===== config.mk =====
export PLATFORM = sky130hd
export DESIGN_NAME = sram_bank_arbiter
export DESIGN_NICKNAME = d
export VERILOG_FILES = /design/src/rtl/sab_pkg.sv /design/src/rtl/sab_event_log.sv /design/src/rtl/sab_bank_fsm.sv /design/src/rtl/sram_bank_arbiter.sv
export SDC_FILE = /design/constraint.sdc
export NUM_CORES = 1
export LEC_CHECK = 0
export BUFFER_PORTS_ARGS = -buffer_cell sky130_fd_sc_hd__buf_2
export CORE_MARGIN = 2
export CORE_UTILIZATION = 25
export CTS_CLUSTER_SIZE = 25
export DETAILED_ROUTE_END_ITERATION = 8
export PLACE_DENSITY = 0.41
export SYNTH_ARGS = -nofsm -noshare
export SYNTH_HDL_FRONTEND = slang
export SYNTH_SLANG_ARGS = --single-unit

===== constraint.sdc =====
create_clock -name clk -period 2.5 [get_ports clk]
set_input_delay 0.5 -clock clk [delete_from_list [all_inputs] [get_ports clk]]
set_output_delay 0.5 -clock clk [all_outputs]
set_load 0.02 [all_outputs]

===== src/rtl/sab_pkg.sv =====
package sab_pkg;

    localparam int NUM_BANKS = 2;
    localparam int LOG_W     = 5;

    // register word indices
    localparam int REG_MODE     = 0;
    localparam int REG_PRIO     = 1;
    localparam int REG_OWN0     = 2;  // + bank
    localparam int REG_REQ_BASE = 4;  // + 2*bank
    localparam int REG_REQ_AUX  = 5;  // + 2*bank
    localparam int REG_LOG_BASE = 8;
    localparam int REG_LOG_AUX  = 9;

    typedef enum logic [2:0] {
        BK_FREE,
        BK_BASE,
        BK_BASE_REL,
        BK_AUX,
        BK_AUX_REL
    } bank_state_e;

    typedef enum logic [1:0] {
        PRIO_EQUAL = 2'b00,
        PRIO_AUX   = 2'b01,
        PRIO_BASE  = 2'b10,
        PRIO_SPARE = 2'b11
    } prio_e;

endpackage


===== src/rtl/sab_event_log.sv =====
module sab_event_log #(
    parameter int W = 5
) (
    input  logic         clk,
    input  logic         rst_n,
    input  logic [W-1:0] set_i,
    input  logic [W-1:0] clr_i,
    output logic [W-1:0] log_o,
    output logic         irq_o
);
    logic [W-1:0] log_q;

    // hardware set wins over a software clear in the same cycle
    always_ff @(posedge clk) begin
        if (!rst_n) log_q <= '0;
        else        log_q <= (log_q & ~clr_i) | set_i;
    end

    assign log_o = log_q;
    assign irq_o = |log_q;
endmodule


===== src/rtl/sab_bank_fsm.sv =====
module sab_bank_fsm
    import sab_pkg::*;
(
    input  logic       clk,
    input  logic       rst_n,
    input  logic       enable,
    input  logic [1:0] prio,
    input  logic       req_base,
    input  logic       req_aux,
    input  logic       clr_base,
    input  logic       clr_aux,
    output logic       own_base,
    output logic       own_aux,
    output logic       gnt_base,
    output logic       gnt_aux,
    output logic       rel_base,
    output logic       rel_aux
);
    bank_state_e state_q, state_d;
    logic        rr_q, rr_d;      // 1: auxiliary master wins the next tie
    logic        tie_mode, contested, aux_wins;

    assign tie_mode  = (prio == PRIO_EQUAL) || (prio == PRIO_SPARE);
    assign contested = req_base && req_aux;
    assign aux_wins  = req_aux && (!req_base || (prio == PRIO_AUX) || (tie_mode && rr_q));

    always_ff @(posedge clk) begin
        if (!rst_n) begin
            state_q <= BK_FREE;
            rr_q    <= 1'b0;
        end else begin
            state_q <= state_d;
            rr_q    <= rr_d;
        end
    end

    always_comb begin
        state_d = state_q;
        rr_d    = rr_q;
        unique case (state_q)
            BK_FREE: begin
                if (enable && (req_base || req_aux)) begin
                    state_d = aux_wins ? BK_AUX : BK_BASE;
                    if (contested && tie_mode) rr_d = ~rr_q;
                end
            end
            BK_BASE: begin
                if (clr_base)                state_d = BK_FREE;
                else if (enable && req_aux)  state_d = BK_BASE_REL;
            end
            BK_BASE_REL: begin
                if (clr_base) state_d = BK_FREE;
            end
            BK_AUX: begin
                if (clr_aux)                 state_d = BK_FREE;
                else if (enable && req_base) state_d = BK_AUX_REL;
            end
            BK_AUX_REL: begin
                if (clr_aux) state_d = BK_FREE;
            end
            default: state_d = BK_FREE;
        endcase
    end

    always_comb begin
        own_base = (state_q == BK_BASE) || (state_q == BK_BASE_REL);
        own_aux  = (state_q == BK_AUX)  || (state_q == BK_AUX_REL);
        gnt_base = (state_q == BK_FREE) && enable && req_base && !aux_wins;
        gnt_aux  = (state_q == BK_FREE) && enable && aux_wins;
        rel_base = (state_q == BK_BASE) && enable && req_aux  && !clr_base;
        rel_aux  = (state_q == BK_AUX)  && enable && req_base && !clr_aux;
    end
endmodule


===== src/rtl/sram_bank_arbiter.sv =====
module sram_bank_arbiter
    import sab_pkg::*;
#(
    parameter int ADDR_W = 4,
    parameter int DATA_W = 8
) (
    input  logic              clk,
    input  logic              rst_n,
    input  logic              reg_wr_en,
    input  logic              reg_wr_aux,
    input  logic [ADDR_W-1:0] reg_addr,
    input  logic [DATA_W-1:0] reg_wdata,
    input  logic [ADDR_W-1:0] rd_addr,
    output logic [DATA_W-1:0] rd_data,
    input  logic [1:0]        base_acc,
    input  logic [1:0]        aux_acc,
    output logic              base_irq,
    output logic              aux_irq
);
    logic                 wr_base, wr_aux;
    logic                 mode_q;   // 1 = spinlock
    logic [1:0]           prio_q;
    logic [NUM_BANKS-1:0] req_base_q, req_aux_q;
    logic [NUM_BANKS-1:0] req_base_set, req_aux_set;
    logic [NUM_BANKS-1:0] clr_base, clr_aux;
    logic [NUM_BANKS-1:0] own_base, own_aux, gnt_base, gnt_aux, rel_base, rel_aux;
    logic [NUM_BANKS-1:0] eff_base, eff_aux;
    logic                 base_bad, aux_bad;
    logic [LOG_W-1:0]     base_log, aux_log, base_set, aux_set, base_clr, aux_clr;
    logic                 unused_wdata;

    assign wr_base      = reg_wr_en && !reg_wr_aux;
    assign wr_aux       = reg_wr_en &&  reg_wr_aux;
    assign unused_wdata = ^reg_wdata[DATA_W-1:LOG_W];

    always_ff @(posedge clk) begin
        if (!rst_n) begin
            mode_q <= 1'b0;
            prio_q <= 2'b00;
        end else if (wr_base) begin
            if (reg_addr == ADDR_W'(REG_MODE)) mode_q <= reg_wdata[0];
            if (reg_addr == ADDR_W'(REG_PRIO)) prio_q <= reg_wdata[1:0];
        end
    end

    for (genvar b = 0; b < NUM_BANKS; b++) begin : g_bank
        localparam int OWN_IX  = REG_OWN0 + b;
        localparam int RQB_IX  = REG_REQ_BASE + 2 * b;
        localparam int RQA_IX  = REG_REQ_AUX + 2 * b;
        localparam bit IS_BANK0 = (b == 0);
        logic bank_en;

        // in handshake mode only bank A runs, and each request is set by the peer
        assign req_base_set[b] = reg_wdata[0] && (reg_addr == ADDR_W'(RQB_IX)) &&
                                 ((mode_q && wr_base) || (!mode_q && IS_BANK0 && wr_aux));
        assign req_aux_set[b]  = reg_wdata[0] && (reg_addr == ADDR_W'(RQA_IX)) &&
                                 ((mode_q && wr_aux) || (!mode_q && IS_BANK0 && wr_base));
        assign clr_base[b]     = wr_base && (reg_addr == ADDR_W'(OWN_IX)) && reg_wdata[0];
        assign clr_aux[b]      = wr_aux  && (reg_addr == ADDR_W'(OWN_IX)) && reg_wdata[1];
        assign bank_en         = IS_BANK0 ? 1'b1 : mode_q;

        always_ff @(posedge clk) begin
            if (!rst_n) begin
                req_base_q[b] <= 1'b0;
                req_aux_q[b]  <= 1'b0;
            end else begin
                req_base_q[b] <= (req_base_q[b] && !gnt_base[b]) || req_base_set[b];
                req_aux_q[b]  <= (req_aux_q[b]  && !gnt_aux[b])  || req_aux_set[b];
            end
        end

        sab_bank_fsm u_fsm (
            .clk      (clk),
            .rst_n    (rst_n),
            .enable   (bank_en),
            .prio     (prio_q),
            .req_base (req_base_q[b]),
            .req_aux  (req_aux_q[b]),
            .clr_base (clr_base[b]),
            .clr_aux  (clr_aux[b]),
            .own_base (own_base[b]),
            .own_aux  (own_aux[b]),
            .gnt_base (gnt_base[b]),
            .gnt_aux  (gnt_aux[b]),
            .rel_base (rel_base[b]),
            .rel_aux  (rel_aux[b])
        );

        assign eff_base[b] = (mode_q || IS_BANK0) ? own_base[b] : own_base[0];
        assign eff_aux[b]  = (mode_q || IS_BANK0) ? own_aux[b]  : own_aux[0];
    end

    assign base_bad = |(base_acc & ~eff_base);
    assign aux_bad  = |(aux_acc  & ~eff_aux);

    assign base_set = {rel_base[1], rel_base[0], gnt_base[1], gnt_base[0], base_bad};
    assign aux_set  = {aux_bad, rel_aux[1], rel_aux[0], gnt_aux[1], gnt_aux[0]};
    assign base_clr = (wr_base && reg_addr == ADDR_W'(REG_LOG_BASE)) ? reg_wdata[LOG_W-1:0] : '0;
    assign aux_clr  = (wr_aux  && reg_addr == ADDR_W'(REG_LOG_AUX))  ? reg_wdata[LOG_W-1:0] : '0;

    sab_event_log #(.W(LOG_W)) u_base_log (
        .clk(clk), .rst_n(rst_n), .set_i(base_set), .clr_i(base_clr),
        .log_o(base_log), .irq_o(base_irq)
    );

    sab_event_log #(.W(LOG_W)) u_aux_log (
        .clk(clk), .rst_n(rst_n), .set_i(aux_set), .clr_i(aux_clr),
        .log_o(aux_log), .irq_o(aux_irq)
    );

    always_comb begin
        rd_data = '0;
        if (rd_addr == ADDR_W'(REG_MODE))     rd_data[0]       = mode_q;
        if (rd_addr == ADDR_W'(REG_PRIO))     rd_data[1:0]     = prio_q;
        if (rd_addr == ADDR_W'(REG_LOG_BASE)) rd_data[LOG_W-1:0] = base_log;
        if (rd_addr == ADDR_W'(REG_LOG_AUX))  rd_data[LOG_W-1:0] = aux_log;
        for (int b = 0; b < NUM_BANKS; b++) begin
            if (rd_addr == ADDR_W'(REG_OWN0 + b))         rd_data[1:0] = {own_aux[b], own_base[b]};
            if (rd_addr == ADDR_W'(REG_REQ_BASE + 2 * b)) rd_data[0]   = req_base_q[b];
            if (rd_addr == ADDR_W'(REG_REQ_AUX + 2 * b))  rd_data[0]   = req_aux_q[b];
        end
    end
endmodule


==> flow_summary_export.csv <==
group,metric,value,unit
sta,fin_crit,2300,ps
logic_synthesis,synth-simple-area-share,0.299,
logic_synthesis,seq_area_frac_synth,0.278,
layout,nFillCells,763,
logic_synthesis,syn_area_per_cell,8.00,µm²
setup_path,worstSetupStartpointType,"flip-flop",
logic_synthesis,synthAdderAreaFrac,0.00695,
route,viasPerCell,5.08,
setup_path,criticalPathCategory,"flip-flop to primary output",
logic_synthesis,synth.mux.area_fraction,0.0459,
layout,drive_above_1_share,0.199,
sta,tns,0,ps
clock_tree,cts-root-buf,"clkbuf_8",
clock_tree,clk_latency,270,ps
placement,dp_cells,338,
logic_synthesis,synth_top_family_by_area,"simple AND/OR/NAND/NOR gates",
placement,place_congestion,0.773,
grt,grt_pass1_wl,8960,µm
sta,min_period_over_period,0.920,
route,drc,0,
logic_synthesis,synth_ff_type,"dfxtp_1",
logic_synthesis,yosysWarningCount,0,
clock_tree,cts_tree,"yes",
sta,hold_violations,0,
clock_tree,hold_buffers,0,
setup_path,cp.required,2000,ps
die,io_pins,34,
sta,worstMarginPinSlew,581,ps
logic_synthesis,synth-xor-area-share,0.0243,
sta,fin_ws,200,ps
route,drt_pass1_iterations,4,
die,core-area,6870,µm²
logic_synthesis,synth_cell_type_count,67,
sta,rsz0062_at_grt,"false",
die,fp.dieW,88.9,µm
job,cap_violations,0,
layout,design_area,2060,µm²
placement,place_area,2010,µm²
placement,place_ws,299,ps
grt,antenna_found_initial,0,
layout,diodes,0,
route,wl,5590,µm
pwr,p_per_area,372,nW/µm²
grt,grt_pass1_vias,1654,
placement,dpl.hpwl,4420,µm
min_path,hp-class,"flip-flop to flip-flop",
pwr,max-vdd-ir-drop,0.173,mV
route,route.vias.total,1739,
die,initial_core_util,0.262,
route,wl_per_cell,16.3,µm
clock_tree,cts_resized,0,
setup_path,end_kind,"primary output",
clock_tree,cts_setup_buffers,0,
die,fp.dieH,88.9,µm
clock_tree,clkSlewWorstSetupHoldPaths,90,ps
die,die_area,7900,µm²
sta,finalSetupViolCount,0,
clock_tree,clockBufferDepth,2,
sta,fmax,435,MHz
logic_synthesis,netlist_instances,225,
sta,drv_slew,0,
clock_tree,cts_buffers,3,
logic_synthesis,synth_edf_count,0,
grt,grt-ovfl-total,0,
clock_tree,htree_num_levels,1,
die,rows,30,
setup_path,cp_max_fo,11,
logic_synthesis,syn_area,1800,µm²
layout,stdcell_count,342,
logic_synthesis,ys_async_sr_fraction,0,
sta,slew_headroom,0.612,
setup_path,cp.arrival,1800,ps
grt,grt_usage,0.150,
logic_synthesis,synth_compound_area_frac,0.273,
route,drt_iter0_drc,67,
layout,fin_nets,272,
status,status,"finished clean",
route,ant_nets,0,
layout,area_delta_synth_final,14.2,%
sta,fin_skew,5.54,ps
placement,port_buffers,27,
logic_synthesis,yosys_register_bits,25,
grt,grt_max_degree,17,
pwr,p_leak,0.807,nW
clock_tree,clock-sinks,25,
## worst max-delay path, cell delays in order (launching register included)
cell	delay, ps
dfxtp_1	560
nor2_1	110
a21oi_1	340
a21oi_1	140
o211a_1	220
buf_2	160
## power by group
group          internal, mW  switching [mW]
logic                0.0401          0.0718
registers             0.401         0.00295
clock network         0.114           0.134
## synth_stat cells (all sizes together) (2+ instances only)
cell type,number,area share
a211oi,4,0.019
a21boi,4,0.017
a21o,3,0.013
a21oi,17,0.047
a221oi,2,0.013
a31oi,4,0.014
a32o,2,0.012
a32oi,3,0.015
and2,2,0.0069
and3,2,0.0069
and3b,3,0.015
and4b,3,0.017
buf,11,0.039
clkbuf,7,0.015
dfxtp,25,0.28
inv,8,0.017
mux2,2,0.013
mux2i,6,0.033
nand2,13,0.027
nand2b,2,0.0069
nand3,7,0.022
nand3b,2,0.0083
nand4,5,0.017
nor2,23,0.048
nor2b,5,0.017
nor3,7,0.022
nor3b,2,0.0083
nor4,2,0.0069
o211a,2,0.011
o211ai,3,0.015
o21a,7,0.029
o21ai,6,0.017
o22ai,2,0.0069
or3,5,0.017
or4,2,0.0083
xnor2,3,0.015
xor2,2,0.0097
## stage by stage
step / total power [mW] / utilization / hold WS [ps]
after floorplan: 0.479 / - / 450
after global placement: 0.526 / 0.293 / 472
after detailed placement: 0.525 / 0.293 / 467
after CTS: 0.779 / 0.299 / 483
after global routing: 0.797 / 0.299 / 496
final: 0.764 / 0.299 / 483
## kinds of logic after synthesis
family	count (synthesis)
AND/OR/NAND/NOR	91
buffers and inverters	26
multiplexers	8
flip-flops	25
other	1
AO/OA/AOI/OAI	68
XOR/XNOR	5
adder cells (fa/ha/maj)	1
## metal layers
metal / up-vias / track usage / routed length [µm]
met4: 0 / 0.0372 / 63
met1: 821 / 0.209 / 2720
met5: - / 0 / 0
met3: 6 / 0.0196 / 199
met2: 30 / 0.245 / 2600
li1: 882 / - / -
## flip-flops by register name, indices dropped and copies added, names as in the netlist
name / count
g_bank.u_fsm.rr_q: 2
g_bank.u_fsm.state_q: 6
req_aux_q: 2
req_base_q: 2
u_aux_log.log_o: 5
prio_q: 2
g_bank.bank_en: 1
u_base_log.log_o: 5
## placed cells by master (no fill, tap or decap), types with 7 or more instances in the layout
master   count
a21oi_1     17
dfxtp_1     25
inv_1        8
o21a_1       7
nand2_1     13
buf_2       27
nor2_1      23
## path summary, 6_finish.rpt
path	startpoint	to	slack, ps	cells past startpoint
setup / recovery	g_bank[0].u_fsm.state_q[0]	rd_data[1]	200	5
hold / removal	prio_q[0]	prio_q[0]	480	2
setup reg to reg	g_bank[0].u_fsm.state_q[0]	u_aux_log.log_o[2]	820	4
hold reg to reg	prio_q[0]	prio_q[0]	480	2
## final cells by class
| type | count | area [µm²] | area share |
|---|---|---|---|
| multi-input cells | 176 | 1180 | 0.574 |
| well taps | 96 | 120 | 0.0584 |
| repair buffers | 33 | 180 | 0.0876 |
| clock buffers | 4 | 45.0 | 0.0219 |
| inverters | 8 | 30.0 | 0.0146 |
| flip-flops and latches | 25 | 500 | 0.243 |
(Power assumes the default switching activity.)
